### src/rtl/oam_dma_pkg.sv
package oam_dma_pkg;

    localparam int PAGE_W = 8;
    localparam int LOW_W  = 8;
    localparam int ADDR_W = PAGE_W + LOW_W;

    typedef logic [PAGE_W-1:0] page_t;
    typedef logic [LOW_W-1:0]  low_t;
    typedef logic [ADDR_W-1:0] addr_t;

    typedef enum logic {
        BUS_EXT  = 1'b0,
        BUS_VRAM = 1'b1
    } src_bus_e;

    typedef struct packed {
        logic  pend;
        page_t page;
    } dma_req_t;

    typedef struct packed {
        logic  active;
        page_t page;
        low_t  low;
    } dma_cursor_t;

    function automatic src_bus_e bus_for_page(page_t p, page_t first, page_t last);
        return ((p >= first) && (p <= last)) ? BUS_VRAM : BUS_EXT;
    endfunction

endpackage

### src/rtl/oam_dma_req.sv
module oam_dma_req
    import oam_dma_pkg::*;
(
    input  logic     clk,
    input  logic     rst,
    input  logic     mcycle_en,
    input  logic     reg_wr,
    input  page_t    reg_wdata,
    output dma_req_t req
);

    dma_req_t req_q;

    // An accepted write is held for exactly one machine cycle (the delay cycle).
    always_ff @(posedge clk) begin
        if (rst) begin
            req_q <= '0;
        end else if (mcycle_en) begin
            req_q.pend <= reg_wr;
            if (reg_wr) begin
                req_q.page <= reg_wdata;
            end
        end
    end

    assign req = req_q;

endmodule

### src/rtl/oam_dma_seq.sv
module oam_dma_seq
    import oam_dma_pkg::*;
#(
    parameter int XFER_LEN = 160
) (
    input  logic        clk,
    input  logic        rst,
    input  logic        mcycle_en,
    input  dma_req_t    req,
    output dma_cursor_t cur
);

    localparam low_t LAST_LOW = low_t'(XFER_LEN - 1);

    dma_cursor_t cur_q;

    always_ff @(posedge clk) begin
        if (rst) begin
            cur_q <= '0;
        end else if (mcycle_en) begin
            if (req.pend) begin
                // a pending request always wins, restarting any running copy
                cur_q.active <= 1'b1;
                cur_q.page   <= req.page;
                cur_q.low    <= '0;
            end else if (cur_q.active) begin
                if (cur_q.low == LAST_LOW) begin
                    cur_q.active <= 1'b0;
                    cur_q.low    <= '0;
                end else begin
                    cur_q.low <= cur_q.low + low_t'(1);
                end
            end
        end
    end

    assign cur = cur_q;

endmodule

### src/rtl/oam_dma_route.sv
module oam_dma_route
    import oam_dma_pkg::*;
#(
    parameter page_t VRAM_FIRST = 8'h80,
    parameter page_t VRAM_LAST  = 8'h9F
) (
    input  dma_cursor_t cur,
    input  logic        mcycle_en,
    input  logic [7:0]  src_rdata,
    output addr_t       src_addr,
    output logic        src_sel,
    output logic        src_rd,
    output logic        oam_we,
    output low_t        oam_addr,
    output logic [7:0]  oam_wdata
);

    src_bus_e bus;

    always_comb begin
        bus       = bus_for_page(cur.page, VRAM_FIRST, VRAM_LAST);
        src_addr  = {cur.page, cur.low};
        src_sel   = (bus == BUS_VRAM);
        src_rd    = cur.active;
        oam_addr  = cur.low;
        oam_wdata = src_rdata;
        oam_we    = cur.active & mcycle_en;
    end

endmodule

### src/rtl/oam_dma_ctrl.sv
module oam_dma_ctrl
    import oam_dma_pkg::*;
#(
    parameter int    XFER_LEN   = 160,
    parameter page_t VRAM_FIRST = 8'h80,
    parameter page_t VRAM_LAST  = 8'h9F
) (
    input  logic        clk,
    input  logic        rst,
    input  logic        mcycle_en,
    input  logic        reg_wr,
    input  logic [7:0]  reg_wdata,
    output logic [15:0] src_addr,
    output logic        src_sel,
    output logic        src_rd,
    input  logic [7:0]  src_rdata,
    output logic        oam_we,
    output logic [7:0]  oam_addr,
    output logic [7:0]  oam_wdata,
    output logic        busy
);

    dma_req_t    req;
    dma_cursor_t cur;

    oam_dma_req u_req (
        .clk       (clk),
        .rst       (rst),
        .mcycle_en (mcycle_en),
        .reg_wr    (reg_wr),
        .reg_wdata (reg_wdata),
        .req       (req)
    );

    oam_dma_seq #(.XFER_LEN(XFER_LEN)) u_seq (
        .clk       (clk),
        .rst       (rst),
        .mcycle_en (mcycle_en),
        .req       (req),
        .cur       (cur)
    );

    oam_dma_route #(.VRAM_FIRST(VRAM_FIRST), .VRAM_LAST(VRAM_LAST)) u_route (
        .cur       (cur),
        .mcycle_en (mcycle_en),
        .src_rdata (src_rdata),
        .src_addr  (src_addr),
        .src_sel   (src_sel),
        .src_rd    (src_rd),
        .oam_we    (oam_we),
        .oam_addr  (oam_addr),
        .oam_wdata (oam_wdata)
    );

    assign busy = cur.active;

endmodule

### config.mk
export PLATFORM = sky130hd
export DESIGN_NAME = oam_dma_ctrl
export DESIGN_NICKNAME = d
export VERILOG_FILES = /design/src/rtl/oam_dma_pkg.sv /design/src/rtl/oam_dma_req.sv /design/src/rtl/oam_dma_seq.sv /design/src/rtl/oam_dma_route.sv /design/src/rtl/oam_dma_ctrl.sv
export SDC_FILE = /design/constraint.sdc
export NUM_CORES = 1
export LEC_CHECK = 0
export BUFFER_PORTS_ARGS = -buffer_cell sky130_fd_sc_hd__buf_4
export CORE_ASPECT_RATIO = 0.9
export CORE_MARGIN = 3
export CORE_UTILIZATION = 51
export DETAILED_ROUTE_END_ITERATION = 16
export GPL_ROUTABILITY_DRIVEN = 0
export PLACE_DENSITY = 0.84
export SLEW_MARGIN = 20
export SYNTH_ARGS = -nofsm -noshare
export SYNTH_HDL_FRONTEND = slang
export SYNTH_HIERARCHICAL = 1
export SYNTH_SLANG_ARGS = --single-unit
export TNS_END_PERCENT = 20
### constraint.sdc
create_clock -name clk -period 5.45 [get_ports clk]
set_clock_uncertainty 0.2 [all_clocks]
set_input_delay 0.8175 -clock clk [delete_from_list [all_inputs] [get_ports clk]]
set_output_delay 0.8175 -clock clk [all_outputs]
set_load 0.02 [all_outputs]
==> results.toml <==
[pwr]
ir_drop_mv = 0.1092
power_mw = 0.3600
p_int_mw = 0.2825
seq_power_share = 0.549
comb_power_share = 0.085
clock_power_share = 0.365
switching_share = 0.2153
p_sw_mw = 0.07749
p_per_area_nw_per_um2 = 244.0
p_leak_nw = 0.6136

[final_layout]
final.fill_count = 226
area_growth_pct = 5.645
drive_gt1_frac = 0.3099
final_common_cell = "buf_4"
nets = 193
diodes = 0
mostFrequentLayoutCells = "buf_4 (39), nand2_1 (28), dfxtp_1 (26)"

[route]
vias = 1079
ant_nets = 0
drcViolationCount = 0
drtIter0Drc = 24
dr.pass1.iters = 4
wire_per_inst_um = 13.83
viasPerCell = 5.422
wirelength_mm = 2.752

[worst_hold_path]
hp-class = "flop to flop"

[timing]
setup_viol = 0
rsz0062_at_grt = "no"
max_slew_margin = 0.7314
layout_setup_ws_ns = 3.086
fin_crit_ns = 2.364
max_freq_mhz = 423.0
tightestPinTransition_ns = 0.4029
post-route-period-util = 0.4338
finalHoldViolations = 0
maxSlewViolCount = 0
finalSetupTns_ns = 0
hold_ws_ns = 0.2671

[worst_setup_path]
cp.arrival_ns = 1.35
crit_fanout = 25
end_kind = "output port"
cp-start-kind = "primary input"
crit_required_ns = 4.43
critical_path_class = "primary input to output port"

[synthesis]
ys.flop_type = "dfxtp_1"
syn_avg_cell_area_sq_um = 8.312
synthArstFlopShare = 0
ys_types = 34
ys_warn_count = 6
synth_enable_flop_cells = 0
ys_seq_area_frac = 0.3728
syn_area_sq_um = 1396
synth_seq_cells = 26
synth_fp_nets = 189
syn_inst = 168

[floorplanning]
start_util = 0.5517
core_region_area_sq_um = 2531
num_rows = 17
die_w_um = 61.16
die_area_sq_um = 3403
die_y_um = 55.64
ioPinCount = 56

[global_routing]
grt_antenna_before_repair = 0
grt_pass1_wl_mm = 4.112
grt_max_degree = 26
track_usage = 0.1603
grt_overflow = 0
grt_pass1_vias = 921

[cts]
cts_tree = "built"
ctsRootBufferMaster = "clkbuf_4"
cts-hold-fix-buffers = 0
clockBufferDepth = 2
postCtsSetupBuffers = 0
ctsResizeCount = 0
cts_sinks = 26
clk_pin_slew_worst_paths_ns = 0.14
clock_latency_ns = 0.32
cts_buffers = 3
htree_levels = 1

[placement]
post-dp-hpwl_mm = 1.966
pre_cts_ws_ns = 3.088
io_buffers = 39

[job]
cap_violations = 0

[outcome]
status = "finished, final reports clean"
-- metal layers --
metal / vias to the layer above / routed length [um] / global-route usage
met2: 42 / 1301 / 0.2538
met5: - / 0 / 0
met1: 493 / 1192 / 0.2006
li1: 540 / - / -
met3: 4 / 221 / 0.03944
met4: 0 / 36 / 0.07121
-- cell usage after synthesis, types with 2 or more instances --
master,n,area [sq um]
xor2_1,2,17.52
buf_4,33,247.7
a21bo_2,7,70.07
nand2_1,28,105.1
buf_6,2,22.52
o21ai_0,5,25.02
nor3_1,3,15.01
dfxtp_1,26,520.5
and2_1,3,18.77
nand3_1,11,55.05
a21oi_1,17,85.08
nor2_1,7,26.28
clkbuf_1,2,7.510
or3_1,2,12.51
-- power groups by stage --
| stage | clock (mW) | combinational, mW | sequential, mW |
|---|---|---|---|
| after floorplan | 0 | 0.0306 | 0.201 |
| after global placement | 0 | 0.0294 | 0.202 |
| after detailed placement | 0 | 0.0303 | 0.202 |
| after CTS | 0.135 | 0.0304 | 0.198 |
| after global routing | 0.143 | 0.0331 | 0.198 |
| final | 0.132 | 0.0307 | 0.198 |
-- flip-flops by register name, summed over array words and instances (netlist names) --
| name | flops |
|---|---|
| u_seq/cur | 17 |
| u_req/req | 9 |
-- kinds of logic after synthesis --
kind of cell | synth area share
and+or+nand+nor | 0.1980
buffers and inverters | 0.2186
AOI/OAI and AO/OA | 0.1756
DFF | 0.3728
xor gates and xnor gates | 0.01882
muxes | 0.007169
adders and majority gates | 0.008959
-- area by class of cell --
cell class	count	area [sq um]	share of cell area
sequential	26	520.5	0.3528
clock inverter	1	30.03	0.02036
inverter	1	3.754	0.002545
multi-input combinational	101	570.5	0.3868
tap	28	35.03	0.02375
timing repair buffer	39	292.8	0.1985
clock buffer	3	22.52	0.01527
-- final timing paths --
path / slack [ns] / depth (start not counted) / start / end
worst min-delay path: 0.27 / 2 / u_req/req[5]$_SDFFE_PP0P_ / u_seq/cur[13]$_SDFFE_PP0P_
worst max-delay path: 3.09 / 3 / mcycle_en / oam_we
worst max register to register: 3.54 / 5 / u_seq/cur[0]$_SDFFE_PP0P_ / u_seq/cur[6]$_SDFFE_PP0P_
worst min register to register: 0.27 / 2 / u_req/req[5]$_SDFFE_PP0P_ / u_seq/cur[13]$_SDFFE_PP0P_
-- through the flow --
stage / util / cell area, sq um / cells
floorplan: - / 1396 / 168
global route: 0.5828 / 1475 / 199
global placement: 0.5620 / 1423 / 195
CTS: 0.5828 / 1475 / 199
detailed placement: 0.5620 / 1423 / 195
finish: 0.5828 / 1475 / 199
-- critical path: stages --
cell and delay, ns:
buf_4 0.22, and2_1 0.17, buf_4 0.14
No activity file was read; power rests on OpenSTA's default activity.
